## src/rtl/flash_cmd_pkg.sv

```systemverilog
package flash_cmd_pkg;
  typedef enum logic [1:0] {
    OP_PROG = 2'd0,
    OP_CHIP = 2'd1,
    OP_SECT = 2'd2,
    OP_LOCK = 2'd3
  } fc_op_e;

  typedef enum logic [2:0] {
    ST_IDLE,
    ST_UNL1,
    ST_UNL2,
    ST_PGM,
    ST_ER3,
    ST_ER4,
    ST_ER5
  } fc_state_e;

  localparam int unsigned CMP_W = 15;
  localparam logic [CMP_W-1:0] KEY_ADDR_A = 15'h5555;
  localparam logic [CMP_W-1:0] KEY_ADDR_B = 15'h2AAA;
  localparam logic [7:0] KEY_DATA_A  = 8'hAA;
  localparam logic [7:0] KEY_DATA_B  = 8'h55;
  localparam logic [7:0] CODE_PROG   = 8'hA0;
  localparam logic [7:0] CODE_ERASE  = 8'h80;
  localparam logic [7:0] CODE_ID_ON  = 8'h90;
  localparam logic [7:0] CODE_ID_OFF = 8'hF0;
  localparam logic [7:0] CODE_CHIP   = 8'h10;
  localparam logic [7:0] CODE_SECT   = 8'h30;
  localparam logic [7:0] CODE_LOCK   = 8'h40;
endpackage

```

## src/rtl/fc_strobe_filter.sv

```systemverilog
module fc_strobe_filter #(
  parameter int ADDR_W      = 18,
  parameter int SYNC_STAGES = 2,
  parameter int MIN_PULSE   = 3
) (
  input  logic              clk,
  input  logic              rst,
  input  logic              bus_ce_n,
  input  logic              bus_oe_n,
  input  logic              bus_we_n,
  input  logic [ADDR_W-1:0] bus_addr,
  input  logic [7:0]        bus_din,
  output logic              evt_valid,
  output logic [ADDR_W-1:0] evt_addr,
  output logic [7:0]        evt_data
);
  localparam int RUN_W = $clog2(MIN_PULSE + 1);
  localparam logic [RUN_W-1:0] RUN_MIN = RUN_W'(MIN_PULSE);

  logic                   raw_act;
  logic [SYNC_STAGES-1:0] sync_q;
  logic                   act;
  logic                   act_q;
  logic [RUN_W-1:0]       run_q;
  logic [ADDR_W-1:0]      addr_lat;

  assign raw_act = ~bus_we_n & ~bus_ce_n & bus_oe_n;
  assign act     = sync_q[SYNC_STAGES-1];

  always_ff @(posedge clk) begin
    if (rst) begin
      sync_q    <= '0;
      act_q     <= 1'b0;
      run_q     <= '0;
      addr_lat  <= '0;
      evt_valid <= 1'b0;
      evt_addr  <= '0;
      evt_data  <= '0;
    end else begin
      sync_q    <= {sync_q[SYNC_STAGES-2:0], raw_act};
      act_q     <= act;
      evt_valid <= 1'b0;
      if (act && !act_q) begin
        addr_lat <= bus_addr;
        run_q    <= RUN_W'(1);
      end else if (act && run_q < RUN_MIN) begin
        run_q <= run_q + RUN_W'(1);
      end
      if (!act && act_q) begin
        evt_valid <= (run_q >= RUN_MIN);
        evt_addr  <= addr_lat;
        evt_data  <= bus_din;
        run_q     <= '0;
      end
    end
  end
endmodule

```

## src/rtl/fc_por_timer.sv

```systemverilog
module fc_por_timer #(
  parameter int POR_CYCLES = 500000
) (
  input  logic clk,
  input  logic rst,
  output logic wr_ok
);
  localparam int CNT_W = (POR_CYCLES < 1) ? 1 : $clog2(POR_CYCLES + 1);
  localparam logic [CNT_W-1:0] LIMIT = CNT_W'(POR_CYCLES);

  logic [CNT_W-1:0] cnt_q;

  always_ff @(posedge clk) begin
    if (rst) begin
      cnt_q <= '0;
      wr_ok <= 1'b0;
    end else begin
      if (cnt_q != LIMIT) cnt_q <= cnt_q + CNT_W'(1);
      wr_ok <= (cnt_q == LIMIT) || (cnt_q + CNT_W'(1) == LIMIT);
    end
  end
endmodule

```

## src/rtl/fc_seq_fsm.sv

```systemverilog
module fc_seq_fsm
  import flash_cmd_pkg::*;
#(
  parameter int ADDR_W = 18
) (
  input  logic              clk,
  input  logic              rst,
  input  logic              evt_valid,
  input  logic [ADDR_W-1:0] evt_addr,
  input  logic [7:0]        evt_data,
  input  logic              ctrl_busy,
  input  logic              wr_ok,
  output logic              req_valid,
  output fc_op_e            req_op,
  output logic [ADDR_W-1:0] req_addr,
  output logic [7:0]        req_data,
  output logic              id_mode
);
  fc_state_e state_q;
  logic at_a, at_b;
  logic key_a, key_b;

  assign at_a  = (evt_addr[CMP_W-1:0] == KEY_ADDR_A);
  assign at_b  = (evt_addr[CMP_W-1:0] == KEY_ADDR_B);
  assign key_a = at_a && (evt_data == KEY_DATA_A);
  assign key_b = at_b && (evt_data == KEY_DATA_B);

  always_ff @(posedge clk) begin
    if (rst) begin
      state_q   <= ST_IDLE;
      id_mode   <= 1'b0;
      req_valid <= 1'b0;
      req_op    <= OP_PROG;
      req_addr  <= '0;
      req_data  <= '0;
    end else begin
      req_valid <= 1'b0;
      if (evt_valid) begin
        state_q <= ST_IDLE;
        if (!ctrl_busy) begin
          if (id_mode && evt_data == CODE_ID_OFF) begin
            id_mode <= 1'b0;
          end else begin
            unique case (state_q)
              ST_IDLE: if (key_a) state_q <= ST_UNL1;
              ST_UNL1: if (key_b) state_q <= ST_UNL2;
              ST_UNL2: begin
                if (at_a) begin
                  if (evt_data == CODE_PROG)  state_q <= ST_PGM;
                  if (evt_data == CODE_ERASE) state_q <= ST_ER3;
                  if (evt_data == CODE_ID_ON) id_mode <= 1'b1;
                end
              end
              ST_PGM: begin
                req_valid <= wr_ok;
                req_op    <= OP_PROG;
                req_addr  <= evt_addr;
                req_data  <= evt_data;
              end
              ST_ER3: if (key_a) state_q <= ST_ER4;
              ST_ER4: if (key_b) state_q <= ST_ER5;
              ST_ER5: begin
                req_addr <= evt_addr;
                req_data <= evt_data;
                if (evt_data == CODE_SECT) begin
                  req_valid <= wr_ok;
                  req_op    <= OP_SECT;
                end else if (at_a && evt_data == CODE_CHIP) begin
                  req_valid <= wr_ok;
                  req_op    <= OP_CHIP;
                end else if (at_a && evt_data == CODE_LOCK) begin
                  req_valid <= wr_ok;
                  req_op    <= OP_LOCK;
                end
              end
              default: state_q <= ST_IDLE;
            endcase
          end
        end
      end
    end
  end
endmodule

```

## src/rtl/fc_id_reader.sv

```systemverilog
module fc_id_reader #(
  parameter int          ADDR_W   = 18,
  parameter logic [7:0]  MFR_CODE = 8'hDA,
  parameter logic [7:0]  DEV_CODE = 8'h0B
) (
  input  logic              clk,
  input  logic              rst,
  input  logic              id_mode,
  input  logic              bus_ce_n,
  input  logic              bus_oe_n,
  input  logic [ADDR_W-1:0] bus_addr,
  input  logic              boot_locked,
  output logic              id_rd_hit,
  output logic [7:0]        id_rd_data
);
  logic       low_addr;
  logic [7:0] sel_byte;

  assign low_addr = (bus_addr < ADDR_W'(3));

  always_comb begin
    unique case (bus_addr[1:0])
      2'd0:    sel_byte = MFR_CODE;
      2'd1:    sel_byte = DEV_CODE;
      default: sel_byte = {7'd0, boot_locked};
    endcase
  end

  always_ff @(posedge clk) begin
    if (rst) begin
      id_rd_hit  <= 1'b0;
      id_rd_data <= '0;
    end else begin
      id_rd_hit  <= id_mode && !bus_ce_n && !bus_oe_n && low_addr;
      id_rd_data <= (id_mode && low_addr) ? sel_byte : 8'h00;
    end
  end
endmodule

```

## src/rtl/flash_cmd_decoder.sv

```systemverilog
module flash_cmd_decoder
  import flash_cmd_pkg::*;
#(
  parameter int          ADDR_W      = 18,
  parameter int          SYNC_STAGES = 2,
  parameter int          MIN_PULSE   = 3,
  parameter int          POR_CYCLES  = 500000,
  parameter logic [7:0]  MFR_CODE    = 8'hDA,
  parameter logic [7:0]  DEV_CODE    = 8'h0B
) (
  input  logic              clk,
  input  logic              rst,
  input  logic              bus_ce_n,
  input  logic              bus_oe_n,
  input  logic              bus_we_n,
  input  logic [ADDR_W-1:0] bus_addr,
  input  logic [7:0]        bus_din,
  input  logic              ctrl_busy,
  input  logic              boot_locked,
  output logic              req_valid,
  output logic [1:0]        req_op,
  output logic [ADDR_W-1:0] req_addr,
  output logic [7:0]        req_data,
  output logic              id_mode,
  output logic              id_rd_hit,
  output logic [7:0]        id_rd_data
);
  logic              evt_valid;
  logic [ADDR_W-1:0] evt_addr;
  logic [7:0]        evt_data;
  logic              wr_ok;
  fc_op_e            op_int;

  fc_strobe_filter #(
    .ADDR_W(ADDR_W), .SYNC_STAGES(SYNC_STAGES), .MIN_PULSE(MIN_PULSE)
  ) u_filt (
    .clk(clk), .rst(rst), .bus_ce_n(bus_ce_n), .bus_oe_n(bus_oe_n),
    .bus_we_n(bus_we_n), .bus_addr(bus_addr), .bus_din(bus_din),
    .evt_valid(evt_valid), .evt_addr(evt_addr), .evt_data(evt_data)
  );

  fc_por_timer #(.POR_CYCLES(POR_CYCLES)) u_por (
    .clk(clk), .rst(rst), .wr_ok(wr_ok)
  );

  fc_seq_fsm #(.ADDR_W(ADDR_W)) u_fsm (
    .clk(clk), .rst(rst), .evt_valid(evt_valid), .evt_addr(evt_addr),
    .evt_data(evt_data), .ctrl_busy(ctrl_busy), .wr_ok(wr_ok),
    .req_valid(req_valid), .req_op(op_int), .req_addr(req_addr),
    .req_data(req_data), .id_mode(id_mode)
  );

  assign req_op = op_int;

  fc_id_reader #(
    .ADDR_W(ADDR_W), .MFR_CODE(MFR_CODE), .DEV_CODE(DEV_CODE)
  ) u_id (
    .clk(clk), .rst(rst), .id_mode(id_mode), .bus_ce_n(bus_ce_n),
    .bus_oe_n(bus_oe_n), .bus_addr(bus_addr), .boot_locked(boot_locked),
    .id_rd_hit(id_rd_hit), .id_rd_data(id_rd_data)
  );
endmodule

```

## config.mk

```make
export PLATFORM = sky130hd
export DESIGN_NAME = flash_cmd_decoder
export DESIGN_NICKNAME = d
export VERILOG_FILES = /design/src/rtl/flash_cmd_pkg.sv /design/src/rtl/fc_strobe_filter.sv /design/src/rtl/fc_por_timer.sv /design/src/rtl/fc_seq_fsm.sv /design/src/rtl/fc_id_reader.sv /design/src/rtl/flash_cmd_decoder.sv
export SDC_FILE = /design/constraint.sdc
export NUM_CORES = 1
export LEC_CHECK = 0
export ABC_AREA = 1
export BUFFER_PORTS_ARGS = -buffer_cell sky130_fd_sc_hd__buf_2
export CAP_MARGIN = 40
export CORE_MARGIN = 2
export CORE_UTILIZATION = 57
export CTS_CLUSTER_DIAMETER = 150
export DETAILED_ROUTE_END_ITERATION = 10
export PLACE_DENSITY_LB_ADDON = 0.08
export SKIP_LAST_GASP = 1
export SYNTH_ARGS = -nofsm -noshare
export SYNTH_HDL_FRONTEND = slang
export SYNTH_HIERARCHICAL = 1
export SYNTH_SLANG_ARGS = --single-unit
```

## constraint.sdc

```tcl
create_clock -name clk -period 2.3 [get_ports clk]
set_clock_uncertainty 0.2 [all_clocks]
set_input_delay 0.46 -clock clk [delete_from_list [all_inputs] [get_ports clk]]
set_output_delay 0.46 -clock clk [all_outputs]
set_load 0.05 [all_outputs]
```

* Yosys cells after proc, flatten, opt, wreduce, memory -nomap -nowiden
Index checks and enable logic that the tools add are counted.
Word-level totals: bits in registers 112, output and inout bits 39, word-level logic and storage cells 112
Cells by class: add/subtract/negate cells 2, $lt $le $gt $ge 3, eq/ne operators 22, muxes and demuxes 25, bitwise logic cells 9, reductions and logical operators 33
Operators with widths (count):
- $eq 8x8->1 const B | 5
- $eq 19x19->1 const B | 2
- $add 19x1->19 const B | 1
- $ne 19x19->1 const B | 1
- $lt 18x2->1 const B | 1
- $mux 3 | 6
- $eq 8x7->1 const B | 2
- $pmux 8 s2 | 1
- $eq 15x14->1 const B | 1
- $eq 15x15->1 const B | 1
- $pmux 3 s5 | 1
- $logic_and 1x1->1 | 12
- $mux 1 | 10
- $mux 2 | 5
- $reduce_and 5->1 | 2
- $reduce_bool 2->1 | 5
- $eq 3x3->1 const B | 3
- $eq 8x5->1 const B | 1
- $eq 8x6->1 const B | 1
- $reduce_or 2->1 | 4
- $not 1->1 | 7
- $eq 3x2->1 const B | 2
- $logic_not 1->1 | 4
- $ne 4x1->1 const B | 1
- other kinds (14) | 15

* Longest topological paths before layout
depth after elaboration 7, gate-level depth with buffers 12, mapped depth without buffers 12

* Cells and area by module
The synthesis kept the hierarchy.
By module, submodules not included:
- fc_strobe_filter | times used 1, cells each 220, area each 1800.5 sq um, sequential area each 1001.0 sq um
- fc_seq_fsm | times used 1, cells each 233, area each 1582.8 sq um, sequential area each 660.6 sq um
- fc_por_timer | times used 1, cells each 191, area each 1171.1 sq um, sequential area each 400.4 sq um
- fc_id_reader | times used 1, cells each 37, area each 242.7 sq um, sequential area each 80.1 sq um

* Worst setup path before layout
Ideal clock, no wire load.
kind reg-to-reg, start reg u_fsm.id_mode, end reg u_fsm.req_op[0], setup time 0.117 ns, arrival time 1.605 ns, path slack 0.379 ns, stages on the path, launching flop included 7, path buffers 1, path through dfxtp_1 inv_1 nor4_4 nor2_4 buf_4 a21oi_1 nor2_1
Between the ends: word-level cells in the longest chain between the ends 3
Ends and longest elaborated chain:
- start, declared | line fc_seq_fsm.sv:17 | output logic id_mode
- start signal, assigned | line fc_seq_fsm.sv:31 | id_mode <= 1'b0;
- start signal, assigned | line fc_seq_fsm.sv:42 | id_mode <= 1'b0;
- start signal, assigned | line fc_seq_fsm.sv:51 | if (evt_data == CODE_ID_ON) id_mode <= 1'b1;
- $logic_and 1x1->1 | line fc_seq_fsm.sv:41 | if (id_mode && evt_data == CODE_ID_OFF) begin
- $not 1->1 (no line)
- $reduce_and 5->1 (no line)
- end signal, assigned | line fc_seq_fsm.sv:33 | req_op <= OP_PROG;
- end signal, assigned | line fc_seq_fsm.sv:56 | req_op <= OP_PROG;
- end signal, assigned | line fc_seq_fsm.sv:67 | req_op <= OP_SECT;
- end, declared | line fc_seq_fsm.sv:14 | output fc_op_e req_op,
Every way passes these cells. A chain may end at the register's enable or synchronous reset.

* Worst setup path after layout
start reg u_por.cnt_q[0], end reg u_por.wr_ok
Between the ends: word-level cells in the longest chain between the ends 3, elaborated cells on any way between the ends 4, those cells by class 1 x add/sub; 2 x eq/ne; 1 x reduce/logical
Ends and longest elaborated chain:
- start, declared | line fc_por_timer.sv:11 | logic [CNT_W-1:0] cnt_q;
- start signal, assigned | line fc_por_timer.sv:18 | if (cnt_q != LIMIT) cnt_q <= cnt_q + CNT_W'(1);
- $add 19x1->19 | line fc_por_timer.sv:19 | wr_ok <= (cnt_q == LIMIT) || (cnt_q + CNT_W'(1) == LIMIT);
- $eq 19x19->1 | line fc_por_timer.sv:19
- $logic_or 1x1->1 * | line fc_por_timer.sv:19
- end signal, assigned | line fc_por_timer.sv:19
- end, declared | line fc_por_timer.sv:6 | output logic wr_ok
Mark *: on every way between the ends. The rest lies on a longest branch, timed or not.

==> results.sh <==
export IMPL_yosys_area_top_type="dfxtp_1"
export IMPL_hold_viol_final=0
export IMPL_worst_r2r_path_depth=10
export IMPL_cp_required_ns=2.34
export IMPL_grt_overflow_total=0
export IMPL_initial_utilization_pct=58.7
export IMPL_synth_warn=6
export IMPL_fmax_ghz=0.502
export IMPL_timing_critical_path_from_type="register"
export IMPL_synth_area_mm2=0.00480
export IMPL_min_delay_path_class="in -> reg"
export IMPL_detailroute_via_count=4462
export IMPL_route_detailed_wl_per_inst_um=13.1
export IMPL_internal_dissipation_uw=2340
export IMPL_post_cts_repair_setup_buffers=0
export IMPL_detail_route_vias_per_cell=5.23
export IMPL_drt_pass_1_iters=6
export IMPL_regToRegEndpoint="u_por/wr_ok$_SDFF_PP0_"
export IMPL_hold_path_depth=2
export IMPL_synth_flop_cell="dfxtp_1"
export IMPL_detailedPlace_worstSlack_ns=0.323
export IMPL_placedInstanceArea_mm2=0.00515
export IMPL_global_route_wire_length_before_repair_um=18900
export IMPL_worst_setup_path_category="reg -> reg"
export IMPL_peakVddDrop_mv=0.399
export IMPL_multi_input_gate_area_mm2=0.00225
export IMPL_syn_instance_count=681
export IMPL_synth_distinct_cells=36
export IMPL_synth_area_per_inst_um2=7.04
export IMPL_worst_setup_hold_path_clk_slew_ns=0.09
export IMPL_grt_setup_unrepaired="no"
export IMPL_final_nets=779
export IMPL_first_iter_violations=250
export IMPL_fin_crit_ns=1.99
export IMPL_fp_rows=33
export IMPL_basic_gate_share_of_the_synthesized_area_counting_and_or_nand_and_nor_cells_pct=36.2
export IMPL_final_min_period_over_clock_period_pct=86.6
export IMPL_power_uw=3080
export IMPL_synthesized_area_fraction_occupied_by_ao_oa_aoi_and_oai_cells_pct=9.65
export IMPL_worst_path_most_repeated_cell="nand2_1"
export IMPL_max_cap_violations=0
export IMPL_floorplan_die_area_mm2=0.00917
export IMPL_clock_sinks=107
export IMPL_crit_path_top_delay_cell="dfxtp_1"
export IMPL_hold_bufs_at_cts=0
export IMPL_cts_repair_resize_count=0
export IMPL_grt_start_max_net_pins=33
export IMPL_post_synth_most_frequent_cells="nand2_1, nor2_1, dfxtp_1"
export IMPL_synth_seq_area_share_pct=44.7
export IMPL_clock_insertion_delay_worst_skew_ns=0.36
export IMPL_postRouteAntennaNets=0
export IMPL_rr_startpoint="u_por/cnt_q[0]$_SDFFE_PP0N_"
export IMPL_switchingPower_uw=734
export IMPL_clock_path_buffers=2
export IMPL_antenna_cells_inserted=0
export IMPL_grt_antenna_before_repair=0
export IMPL_synth_enable_flop_cells=0
export IMPL_tightestPinTransition_ns=0.750
export IMPL_largest_family_of_logic_cells_by_synthesized_area="simple AND/OR/NAND/NOR gates"
export IMPL_signed_area_change_from_the_synthesized_netlist_to_the_final_layout_pct=11.0
export IMPL_detailed_place_hpwl_um=8240
export IMPL_worstPathMaxFanout=6
export IMPL_fp_dieH_um=95.7
export IMPL_power_density_over_the_cells_mw_per_mm2=577
export IMPL_core_region_area_mm2=0.00818
export IMPL_sequential_cell_area_mm2=0.00214
export IMPL_instances_no_fill=853
export IMPL_cp_cell_sequence="ha_1, nand3_1, inv_2, nand3_1, o21ai_0, nand2_1, nand2_1, nor2_1, nand2_1, a21oi_2"
export IMPL_layout_cell_area_non_filler_mm2=0.00533
export IMPL_synth_top_cells_by_area="dfxtp_1, nand2_1, nor2_1"
export IMPL_final_max_slew_viol_count=0
export IMPL_netlist_area_leader_share_pct=44.7
export IMPL_cp_end_kind="register"
export IMPL_post_route_setup_tns_ns=0
export IMPL_whs_endpoint="u_filt/sync_q[0]$_SDFF_PP0_"
export IMPL_worstSetupStartpoint="u_por/cnt_q[0]$_SDFFE_PP0N_"
export IMPL_parity_gate_share_of_the_synthesized_area_counting_xor_and_xnor_cells_pct=0.183
export IMPL_status="finished, final reports clean"
export IMPL_drt_wl_total_um=11200
export IMPL_clock_share_of_power_pct=34.3
export IMPL_yosysMostFrequentCell="nand2_1"
export IMPL_drive_gt1_share_pct=17.1
export IMPL_netSwitchingFraction_pct=23.9
export IMPL_share_comb_of_total_power_pct=4.6
export IMPL_i_o_pins=72
export IMPL_route_detailed_drc=0
export IMPL_post_synth_mux_area_share_pct=0
export IMPL_postSynth_asyncResetShare_pct=0
export IMPL_timing_slew_headroom_pct=49.9
export IMPL_clockRootBuffer="clkbuf_8"
export IMPL_synth_seq_cells=107
export IMPL_chipWidth_um=95.7
export IMPL_first_global_vias=4260
export IMPL_cts_buffers=9
export IMPL_share_seq_of_total_power_pct=61.1
export IMPL_power_static_leakage_uw=0.00240
export IMPL_place_port_buffers=69
export IMPL_final_fill_count=784
export IMPL_synthAdderAreaFrac_pct=0.782
export IMPL_setup_reg_to_reg_worst_slack_ns=0.31
export IMPL_finalWorstSetupSlack_ns=0.308
export IMPL_worst_stage_delay_on_the_critical_path_ns=0.41
export IMPL_setup_violations_final=0
export IMPL_grt_util_all_layers_pct=26.0
export IMPL_cts_tree="yes"
export IMPL_place_gp_congestion=0.954
export IMPL_holdCritStartpoint="bus_we_n"
export IMPL_h_tree_depth=3
export IMPL_numPlacedInstances=837
export IMPL_cp_data_arrival_time_ns=2.04
## state kept, by name, summed over array words and instances (netlist names), 2 cells and up
register         count
u_fsm/req_data       8
u_fsm/req_op         2
u_fsm/state_q        3
u_fsm/req_addr      18
u_por/cnt_q         19
u_filt/addr_lat     18
u_filt/evt_data      8
u_id/id_rd_data      3
u_filt/run_q         2
u_filt/sync_q        2
u_filt/evt_addr     18
## power groups by stage
stage	Sequential [uW]	Combinational, uW	Clock, uW
floorplan	1920	92.9	0
global placement	1920	138	0
detailed placement	1920	143	0
CTS	1880	143	1080
global route	1880	162	1160
finish	1880	143	1050
## worst max-delay path, delay by kind of cell (launching register included)
family	cells	cell delay, ns
buffers and inverters	1	0.15
adders and majority gates	1	0.22
DFF	1	0.41
AOI/OAI and AO/OA	2	0.29
and+or+nand+nor	6	0.62
## through the flow
stage,hold slack [ns],utilization (%)
CTS,0.0520,65.1
detailed placement,0.201,62.9
global route,0.0517,65.1
finish,0.0615,65.1
floorplan,0.188,-
global placement,0.195,62.9
## cell usage in the layout (no fill, tap or decap), drive strengths merged
cell    Yosys  layout
dfxtp     107     107
clkinv      0       6
nand2     170     170
nand4      10      10
a211oi      2       2
o21bai      1       1
nor4        3       3
nor2      153     153
a21oi      30      30
o21ai      54      54
clkbuf      4      10
nor3        3       3
conb        1       2
ha          3       3
buf        23      77
a31oi       1       1
inv        57      57
nand3      51      51
nand3b      4       4
xnor2       1       1
or2         3       3
## layout make-up
| cell class | instances | share of cell area [%] |
|---|---|---|
| multi-input cells | 491 | 42.3 |
| flip-flops and latches | 107 | 40.2 |
| repair buffers | 77 | 7.61 |
| inverters | 57 | 4.06 |
| clock buffers | 10 | 2.58 |
| well taps | 105 | 2.47 |
| clock inverters | 6 | 0.775 |
## metal layers
layer / part of all wire, % / vias up / GRT usage, %
met1: 48 / 2011 / 35.5
met4: 1.2 / 0 / 8.21
met5: 0 / - / 0
met3: 5.3 / 18 / 4.31
met2: 45 / 150 / 42.2
li1: - / 2283 / -
## worst max-delay path by stage
| stage | end | slack (ns) | depth (start not counted) |
|---|---|---|---|
| after floorplan | u_fsm/req_op[0]$_SDFFE_PP0P_ | 0.38 | 6 |
| after global placement | u_fsm/req_data[3]$_SDFFE_PP0P_ | 0.44 | 7 |
| after detailed placement | u_fsm/req_addr[10]$_SDFFE_PP0P_ | 0.32 | 7 |
| after CTS | u_por/wr_ok$_SDFF_PP0_ | 0.33 | 10 |
| after global routing | u_por/wr_ok$_SDFF_PP0_ | 0.13 | 10 |
| final | u_por/wr_ok$_SDFF_PP0_ | 0.31 | 10 |
## logic make-up (layout without fill, tap and decap cells)
kind of cell,Yosys count,after routing
other,1,2
XOR/XNOR,1,1
AND/OR/NAND/NOR,397,397
buffers and inverters,84,150
adder cells (fa/ha/maj),3,3
AO/OA/AOI/OAI,88,88
flip-flops,107,107
Note: power is estimated with default switching activity, not from simulation.
